**src/rtl/dma4_pkg.sv**
```systemverilog
package dma4_pkg;

  typedef enum logic [2:0] {
    ST_IDLE = 3'd0,
    ST_WAIT = 3'd1,
    ST_S1   = 3'd2,
    ST_S2   = 3'd3,
    ST_S3   = 3'd4
  } dma_st_e;

  typedef enum logic [1:0] {
    XF_VERIFY = 2'b00,
    XF_WRITE  = 2'b01,
    XF_READ   = 2'b10,
    XF_RSVD   = 2'b11
  } xfer_e;

  typedef struct packed {
    logic ior_n;
    logic iow_n;
    logic memr_n;
    logic memw_n;
  } strobes_t;

endpackage

```
**src/rtl/dma4_arb.sv**
```systemverilog
module dma4_arb #(
  parameter int NCH = 4
) (
  input  logic [NCH-1:0] req,
  output logic [NCH-1:0] gnt
);

  // lowest index wins
  generate
    for (genvar i = 0; i < NCH; i++) begin : g_pri
      if (i == 0) begin : g_top
        assign gnt[i] = req[i];
      end else begin : g_low
        assign gnt[i] = req[i] & ~(|req[i-1:0]);
      end
    end
  endgenerate

endmodule

```
**src/rtl/dma4_regs.sv**
```systemverilog
module dma4_regs
  import dma4_pkg::*;
#(
  parameter  int NCH   = 4,
  parameter  int CNT_W = 14,
  localparam int CH_W  = $clog2(NCH),
  localparam int SEL_W = CH_W + 2
) (
  input  logic             clk,
  input  logic             rst_n,
  input  logic             wr_en,
  input  logic             rd_done,
  input  logic [SEL_W-1:0] sel,
  input  logic [7:0]       wdata,
  output logic [7:0]       rdata,
  input  logic             xfer_done,
  input  logic [CH_W-1:0]  cur_ch,
  output logic [NCH-1:0]   en,
  output logic [15:0]      cur_addr,
  output logic             cur_zero,
  output xfer_e            cur_type
);

  localparam int  AL_BIT  = NCH;
  localparam int  TCS_BIT = NCH + 1;
  localparam bit  HAS_AL  = (NCH >= 4);
  localparam int  AL_DST  = HAS_AL ? 2 : 0;
  localparam int  AL_SRC  = HAS_AL ? 3 : 0;

  logic [15:0]      addr_q [NCH];
  logic [15:0]      addr_d [NCH];
  logic [15:0]      cnt_q  [NCH];
  logic [15:0]      cnt_d  [NCH];
  logic [7:0]       mode_q, mode_d;
  logic             ptr_q, ptr_d;
  logic [NCH-1:0]   tcf_q, tcf_d;

  logic             is_glob, is_cnt;
  logic [CH_W-1:0]  sel_ch;
  logic [CNT_W-1:0] cur_field;
  logic             al_hit;
  logic [NCH-1:0]   cur_oh;
  logic             upd_en;
  logic [15:0]      rd_word;

  assign is_glob   = sel[SEL_W-1];
  assign is_cnt    = sel[0];
  assign sel_ch    = sel[SEL_W-2:1];
  assign cur_field = cnt_q[cur_ch][CNT_W-1:0];
  assign cur_zero  = (cur_field == '0);
  assign cur_type  = xfer_e'(cnt_q[cur_ch][15:CNT_W]);
  assign cur_addr  = addr_q[cur_ch];
  assign al_hit    = HAS_AL && mode_q[AL_BIT] && (cur_ch == CH_W'(AL_DST));
  assign cur_oh    = NCH'(1) << cur_ch;
  assign en        = mode_q[NCH-1:0];
  assign upd_en    = wr_en | rd_done | xfer_done;

  // next-state
  always_comb begin
    mode_d = mode_q;
    ptr_d  = ptr_q;
    tcf_d  = tcf_q;
    for (int i = 0; i < NCH; i++) begin
      addr_d[i] = addr_q[i];
      cnt_d[i]  = cnt_q[i];
    end
    if (wr_en) begin
      if (is_glob) begin
        mode_d = wdata;
        ptr_d  = 1'b0;
      end else begin
        if (is_cnt) begin
          if (ptr_q) cnt_d[sel_ch][15:8] = wdata;
          else       cnt_d[sel_ch][7:0]  = wdata;
        end else begin
          if (ptr_q) addr_d[sel_ch][15:8] = wdata;
          else       addr_d[sel_ch][7:0]  = wdata;
        end
        ptr_d = ~ptr_q;
      end
    end
    if (rd_done) begin
      if (is_glob) tcf_d = '0;
      else         ptr_d = ~ptr_q;
    end
    if (xfer_done) begin
      addr_d[cur_ch]             = addr_q[cur_ch] + 16'd1;
      cnt_d[cur_ch][CNT_W-1:0]   = cur_field - CNT_W'(1);
      if (cur_zero) begin
        tcf_d = tcf_d | cur_oh;
        if (al_hit) begin
          addr_d[AL_DST] = addr_q[AL_SRC];
          cnt_d[AL_DST]  = cnt_q[AL_SRC];
        end else if (mode_q[TCS_BIT]) begin
          mode_d = mode_q & ~{{(8-NCH){1'b0}}, cur_oh};
        end
      end
    end
  end

  // read mux
  always_comb begin
    rd_word = is_cnt ? cnt_q[sel_ch] : addr_q[sel_ch];
    if (is_glob) rdata = {{(8-NCH){1'b0}}, tcf_q};
    else         rdata = ptr_q ? rd_word[15:8] : rd_word[7:0];
  end

  always_ff @(posedge clk or negedge rst_n) begin
    if (!rst_n) begin
      mode_q <= '0;
      ptr_q  <= 1'b0;
      tcf_q  <= '0;
      for (int i = 0; i < NCH; i++) begin
        addr_q[i] <= '0;
        cnt_q[i]  <= '0;
      end
    end else if (upd_en) begin
      mode_q <= mode_d;
      ptr_q  <= ptr_d;
      tcf_q  <= tcf_d;
      for (int i = 0; i < NCH; i++) begin
        addr_q[i] <= addr_d[i];
        cnt_q[i]  <= cnt_d[i];
      end
    end
  end


  addr_step_chk: assert property (@(posedge clk) disable iff (!rst_n)
    (xfer_done && !(cur_zero && al_hit)) |=> (cur_addr == $past(cur_addr) + 16'd1));


  tc_flag_chk: assert property (@(posedge clk) disable iff (!rst_n)
    (xfer_done && cur_zero) |=> ((tcf_q & $past(cur_oh)) != '0));


  tc_stop_chk: assert property (@(posedge clk) disable iff (!rst_n)
    (xfer_done && cur_zero && !al_hit && mode_q[TCS_BIT]) |=> ((en & $past(cur_oh)) == '0));


  reload_chk: assert property (@(posedge clk) disable iff (!rst_n)
    (xfer_done && cur_zero && al_hit) |=> (en[AL_DST] && (cur_addr == $past(addr_q[AL_SRC]))));

endmodule

```
**src/rtl/dma4_seq.sv**
```systemverilog
module dma4_seq
  import dma4_pkg::*;
#(
  parameter  int NCH  = 4,
  localparam int CH_W = $clog2(NCH)
) (
  input  logic            clk,
  input  logic            rst_n,
  input  logic [NCH-1:0]  elig,
  input  logic [NCH-1:0]  gnt,
  input  logic            hlda,
  input  xfer_e           xtype,
  input  logic            cnt_zero,
  output logic [CH_W-1:0] cur_ch,
  output logic            xfer_done,
  output logic            hrq,
  output logic            master,
  output logic            adstb,
  output logic            tc,
  output logic [NCH-1:0]  dack_n,
  output strobes_t        strb
);

  dma_st_e         st_q, st_d;
  logic [CH_W-1:0] cur_q;
  logic [CH_W-1:0] gnt_idx;
  logic            any_elig;
  logic            start;
  logic            strobe_on;

  assign any_elig = |elig;
  assign start    = (st_q == ST_WAIT) && hlda && any_elig;

  always_comb begin
    gnt_idx = '0;
    for (int i = 0; i < NCH; i++) begin
      if (gnt[i]) gnt_idx = CH_W'(i);
    end
  end

  always_comb begin
    st_d = st_q;
    case (st_q)
      ST_IDLE: if (any_elig) st_d = ST_WAIT;
      ST_WAIT: begin
        if (!any_elig)  st_d = ST_IDLE;
        else if (hlda)  st_d = ST_S1;
      end
      ST_S1:   st_d = ST_S2;
      ST_S2:   st_d = ST_S3;
      ST_S3:   st_d = ST_WAIT;
      default: st_d = ST_IDLE;
    endcase
  end

  always_ff @(posedge clk or negedge rst_n) begin
    if (!rst_n) begin
      st_q  <= ST_IDLE;
      cur_q <= '0;
    end else begin
      st_q <= st_d;
      if (start) cur_q <= gnt_idx;
    end
  end

  assign cur_ch    = cur_q;
  assign hrq       = (st_q != ST_IDLE);
  assign master    = (st_q == ST_S1) || (st_q == ST_S2) || (st_q == ST_S3);
  assign adstb     = (st_q == ST_S1);
  assign xfer_done = (st_q == ST_S3);
  assign strobe_on = (st_q == ST_S2) || (st_q == ST_S3);
  assign tc        = strobe_on && cnt_zero;
  assign dack_n    = master ? ~(NCH'(1) << cur_q) : '1;

  always_comb begin
    strb = '1;
    if (strobe_on) begin
      case (xtype)
        XF_WRITE: begin strb.ior_n  = 1'b0; strb.memw_n = 1'b0; end
        XF_READ:  begin strb.memr_n = 1'b0; strb.iow_n  = 1'b0; end
        default:  strb = '1;
      endcase
    end
  end


  hlda_gate_chk: assert property (@(posedge clk) disable iff (!rst_n)
    (st_q == ST_WAIT && !hlda) |=> !master);


  burst_hrq_chk: assert property (@(posedge clk) disable iff (!rst_n)
    (st_q == ST_S3) |=> hrq);


  adstb_once_chk: assert property (@(posedge clk) disable iff (!rst_n)
    adstb |=> (!adstb && strobe_on));


  dack_one_chk: assert property (@(posedge clk) disable iff (!rst_n)
    $onehot0(~dack_n));


  dir_excl_chk: assert property (@(posedge clk) disable iff (!rst_n)
    !((!strb.ior_n && !strb.iow_n) || (!strb.memr_n && !strb.memw_n)));

endmodule

```
**src/rtl/dma4_ctrl.sv**
```systemverilog
module dma4_ctrl
  import dma4_pkg::*;
#(
  parameter  int NCH   = 4,
  parameter  int CNT_W = 14,
  localparam int CH_W  = $clog2(NCH),
  localparam int SEL_W = CH_W + 2
) (
  input  logic             clk,
  input  logic             rst_n,
  input  logic             cs_n,
  input  logic [SEL_W-1:0] reg_sel,
  input  logic [7:0]       db_in,
  output logic [7:0]       db_out,
  output logic             db_oe,
  input  logic             ior_n_in,
  input  logic             iow_n_in,
  output logic             ior_n_out,
  output logic             iow_n_out,
  output logic             memr_n,
  output logic             memw_n,
  output logic             ctl_oe,
  input  logic [NCH-1:0]   drq,
  output logic [NCH-1:0]   dack_n,
  output logic             hrq,
  input  logic             hlda,
  output logic             aen,
  output logic             adstb,
  output logic [7:0]       addr_lo,
  output logic             tc
);

  logic [1:0]      rst_sync_q;
  logic            rst_s_n;
  logic            ior_q, iow_q;
  logic            slave_ok, wr_en, rd_done, rd_act;
  logic [7:0]      rdata;
  logic [NCH-1:0]  en, elig, gnt;
  logic [15:0]     cur_addr;
  logic            cur_zero;
  xfer_e           cur_type;
  logic [CH_W-1:0] cur_ch;
  logic            xfer_done, master;
  strobes_t        strb;

  // reset: asserted at once, released on the clock
  always_ff @(posedge clk or negedge rst_n) begin
    if (!rst_n) rst_sync_q <= 2'b00;
    else        rst_sync_q <= {rst_sync_q[0], 1'b1};
  end
  assign rst_s_n = rst_sync_q[1];

  always_ff @(posedge clk or negedge rst_s_n) begin
    if (!rst_s_n) begin
      ior_q <= 1'b1;
      iow_q <= 1'b1;
    end else begin
      ior_q <= ior_n_in;
      iow_q <= iow_n_in;
    end
  end

  assign slave_ok = !cs_n && !master;
  assign wr_en    = slave_ok && !iow_n_in && iow_q;
  assign rd_done  = slave_ok && ior_n_in && !ior_q;
  assign rd_act   = slave_ok && !ior_n_in;
  assign elig     = drq & en;

  dma4_arb #(.NCH(NCH)) u_arb (
    .req (elig),
    .gnt (gnt)
  );

  dma4_regs #(.NCH(NCH), .CNT_W(CNT_W)) u_regs (
    .clk       (clk),
    .rst_n     (rst_s_n),
    .wr_en     (wr_en),
    .rd_done   (rd_done),
    .sel       (reg_sel),
    .wdata     (db_in),
    .rdata     (rdata),
    .xfer_done (xfer_done),
    .cur_ch    (cur_ch),
    .en        (en),
    .cur_addr  (cur_addr),
    .cur_zero  (cur_zero),
    .cur_type  (cur_type)
  );

  dma4_seq #(.NCH(NCH)) u_seq (
    .clk       (clk),
    .rst_n     (rst_s_n),
    .elig      (elig),
    .gnt       (gnt),
    .hlda      (hlda),
    .xtype     (cur_type),
    .cnt_zero  (cur_zero),
    .cur_ch    (cur_ch),
    .xfer_done (xfer_done),
    .hrq       (hrq),
    .master    (master),
    .adstb     (adstb),
    .tc        (tc),
    .dack_n    (dack_n),
    .strb      (strb)
  );

  assign db_oe     = adstb || rd_act;
  assign db_out    = adstb ? cur_addr[15:8] : rdata;
  assign addr_lo   = master ? cur_addr[7:0] : 8'h00;
  assign ctl_oe    = master;
  assign aen       = master;
  assign ior_n_out = strb.ior_n;
  assign iow_n_out = strb.iow_n;
  assign memr_n    = strb.memr_n;
  assign memw_n    = strb.memw_n;


  adstb_bus_chk: assert property (@(posedge clk) disable iff (!rst_s_n)
    adstb |-> (aen && db_oe && !rd_act));


  idle_ctl_chk: assert property (@(posedge clk) disable iff (!rst_s_n)
    !ctl_oe |-> (!aen && (dack_n == '1) && ior_n_out && iow_n_out && memr_n && memw_n));

endmodule

```
**config.mk**
```make
export PLATFORM = sky130hd
export DESIGN_NAME = dma4_ctrl
export DESIGN_NICKNAME = d
export VERILOG_FILES = /design/src/rtl/dma4_pkg.sv /design/src/rtl/dma4_arb.sv /design/src/rtl/dma4_regs.sv /design/src/rtl/dma4_seq.sv /design/src/rtl/dma4_ctrl.sv
export SDC_FILE = /design/constraint.sdc
export NUM_CORES = 1
export LEC_CHECK = 0
export ABC_AREA = 0
export ABC_CLOCK_PERIOD_IN_PS = 10800
export BUFFER_PORTS_ARGS = -buffer_cell sky130_fd_sc_hd__buf_2
export CAP_MARGIN = 0
export CORE_AREA = 8 8 127 141
export CTS_CLUSTER_SIZE = 40
export DETAILED_ROUTE_END_ITERATION = 8
export DIE_AREA = 0 0 135 149
export MAX_ROUTING_LAYER = met4
export PLACE_DENSITY = 0.83
export SYNTH_ARGS = -nofsm -noshare
export SYNTH_HDL_FRONTEND = slang
export SYNTH_SLANG_ARGS = --single-unit
export TNS_END_PERCENT = 1
```
**constraint.sdc**
```tcl
create_clock -name clk -period 10.8 [get_ports clk]
set_input_delay 0.54 -clock clk [delete_from_list [all_inputs] [get_ports clk]]
set_output_delay 0.54 -clock clk [all_outputs]
set_load 0.005 [all_outputs]
```
==> flow_summary.ini <==
[timing]
hold_viol = 0
worstMarginPinSlew_ns = 1.24
fin_crit_ns = 4.06
rsz0062_at_grt = false
tns_ns = 0
relSlewSlack = 0.169
period_share = 0.376
drv_slew = 0
setup_ws_ns = 6.74
max_freq_mhz = 246
setup_viol = 0
timing.clock.skew_ns = 0.00829
hold_ws_ns = 0.218

[placed_design]
placed_cell_area_sq_mm = 0.0101
dp_slack_ns = 6.94
port_buffers = 51
dp_hpwl_mm = 22.6
place.gp.congestion = 1.06

[min_path]
holdCritPathClass = in2reg
hp-start = ior_n_in
hold_depth = 1
min_to = ior_q

[global_route]
grt_max_degree = 75
grt_pass1_vias = 9210
grt.total_usage = 0.363
grt_pass1_wl_mm = 54.0
grt-ovfl-total = 0
antenna_found_initial = 3

[route]
via_count = 9456
vias_per_cell = 7.94
ant_nets = 0
wl_mm = 35.0
drcViolationCount = 0
firstDrtPassIters = 9
drtIter0Drc = 1999
routedWlPerCell_um = 29.4

[power]
irDropWorstVdd_mv = 0.148
intPower_mw = 1.79
power_switching_share = 0.437
leakage_nw = 4.13
power_frac_clock = 0.193
sequentialPowerShare = 0.322
p_per_area_mw_per_mm2 = 296
p_comb_frac = 0.485
p_switching_mw = 1.39
power_mw = 3.19

[die]
ioPinCount = 52
rows = 48
die_y_um = 149
die_area_sq_mm = 0.0201
initial_core_util = 0.638
core_area_sq_mm = 0.0155
die_w_um = 135

[setup_path]
path_max_fanout = 45
crit_type = reg2reg
r2r-end = u_regs.cnt_q[27]
crit_path_start_kind = register
cp.arrival_ns = 4.38
critical_path_required_ns = 11.12
r2r_start = u_seq.cur_ch[0]
r2r_slack_ns = 6.74
cp-end-kind = register
rr_worst_depth = 9

[run]
maxCapViolCount = 0

[clock_tree]
cts-root-buf = clkbuf_16
insertion_delay_ns = 0.44
cts_max_level = 4
cts_tree = done
post_cts_buffers = 0
path_clk_slew_ns = 0.06
cts_buffers = 17
clock-sinks = 148
cts_resized = 0
clk_path_buf_depth = 2

[layout]
fin_nets = 1002
layout_commonest_cell = dfrtp_1
area_growth_pct = 8.89
fin_area_sq_mm = 0.0108
final_cell_mix = dfrtp_1 (143), a21oi_1 (92), nand2_1 (89), mux4_2 (68), o22ai_1 (67)
drive_gt1_frac = 0.234
n_fill_cell = 1119

[logic_synthesis]
syn_inst = 976
synth_ff_type = dfrtp_1
synth.ff_latch_count = 148
syn-mean-instance-area_sq_um = 10.1
async_flop_share = 1.00
ys_warn_count = 0
synth_cell_type_count = 70
synth-seq-area-share = 0.375
synth_edf_count = 0
synth_nets = 1001
netlist_area_sq_mm = 0.00988

[outcome]
status = complete, no violations
[state kept, by name, summed over array words and instances (netlist names), named ones only]
name,count
u_regs.mode_q,6
u_seq.st_q,3
ior_q,1
u_regs.ptr_q,1
u_regs.addr_q,64
rst_sync_q,2
iow_q,1
u_regs.cnt_q,58
u_regs.tcf_q,4
u_seq.cur_ch,2
[worst max-delay path by stage]
stage,from,endpoint,slack (ns),cells past startpoint
after floorplan,rst_sync_q[1],async pin,6.37,0
after global placement,u_seq.cur_ch[0],u_regs.addr_q[26],7.07,9
after detailed placement,reg_sel[2],u_regs.addr_q[31],6.94,7
after CTS,u_seq.cur_ch[0],u_regs.cnt_q[27],6.90,9
after global routing,u_seq.cur_ch[0],u_regs.addr_q[28],6.36,9
final,u_seq.cur_ch[0],u_regs.cnt_q[27],6.74,9
[area by class of cell]
type                            instances  area [sq um]  share of cell area
Clock buffer                           23           498              0.0463
Inverter                               21          78.8             0.00733
Tap cell                              200           250              0.0233
Clock inverter                          9           100             0.00930
Timing Repair Buffer                   64           355              0.0330
Multi-Input combinational cell        725          5760               0.536
Antenna cell                            1          2.50            0.000233
Sequential cell                       148          3710               0.345
[cell families (layout without fill, tap and decap cells)]
logic type | count (synthesis) | count (layout) | synth area share
flops | 148 | 148 | 0.375
simple gates | 298 | 298 | 0.158
compound gates | 292 | 292 | 0.201
fa+ha+maj | 3 | 3 | 0.00380
buf+inv | 103 | 117 | 0.0437
mux | 106 | 106 | 0.196
xor+xnor | 25 | 25 | 0.0222
other cells | 1 | 2 | 0.000380
[critical path, stage by stage (launching register included)]
cell and delay (ns):
dfrtp_2 0.33, buf_4 0.65, mux4_2 0.67, inv_1 0.13
ha_1 0.19, nor3b_4 0.28, nand4_1 0.67, nand2_1 0.60
a221oi_1 0.11, a311o_1 0.29
[through the flow]
step	util	instances
6_report	0.694	1191
4_1_cts	0.694	1190
2_1_floorplan	-	976
3_3_place_gp	0.655	1157
5_1_grt	0.694	1191
3_5_place_dp	0.655	1157
[power groups by stage]
stage / sequential (mW) / combinational, mW / clock (mW)
finish: 1.03 / 1.55 / 0.615
global route: 1.04 / 1.64 / 0.634
CTS: 1.00 / 1.50 / 0.608
detailed placement: 1.00 / 1.48 / 0
global placement: 0.994 / 1.44 / 0
floorplan: 0.886 / 1.16 / 0
[cell usage after synthesis (7+ instances only)]
| library cell | number | area (sq um) |
|---|---|---|
| inv_1 | 21 | 78.8 |
| a221oi_1 | 16 | 140 |
| nor2_1 | 55 | 206 |
| a21oi_1 | 92 | 460 |
| nand4_1 | 9 | 56.3 |
| buf_1 | 7 | 26.3 |
| o221ai_1 | 9 | 78.8 |
| xnor2_1 | 15 | 131 |
| nand2b_1 | 8 | 50.1 |
| o21ai_0 | 22 | 110 |
| nor2b_1 | 11 | 68.8 |
| a31oi_1 | 7 | 43.8 |
| o211ai_1 | 12 | 90.1 |
| nor3_1 | 26 | 130 |
| nand3_1 | 33 | 165 |
| and2_1 | 19 | 119 |
| nand2_1 | 89 | 334 |
| mux2_2 | 19 | 214 |
| clkbuf_1 | 62 | 233 |
| or3_1 | 7 | 43.8 |
| mux2i_1 | 19 | 190 |
| o22ai_1 | 67 | 419 |
| mux4_2 | 68 | 1530 |
| dfrtp_1 | 146 | 3650 |
| xor2_1 | 10 | 87.6 |
| o221a_2 | 21 | 236 |
[routing by layer]
layer	routed length [um]	vias up	track usage
met2	15300	948	0.512
met5	0	-	-
met4	2510	0	0.229
met1	11900	4489	0.442
met3	5280	230	0.122
li1	-	3789	-
[repair_timing]
action	4_1_cts	5_1_grt
endpoints found under the hold margin	2	0
endpoints found under the setup margin	0	0
hold buffers	1	0
(Power assumes the default switching activity.)
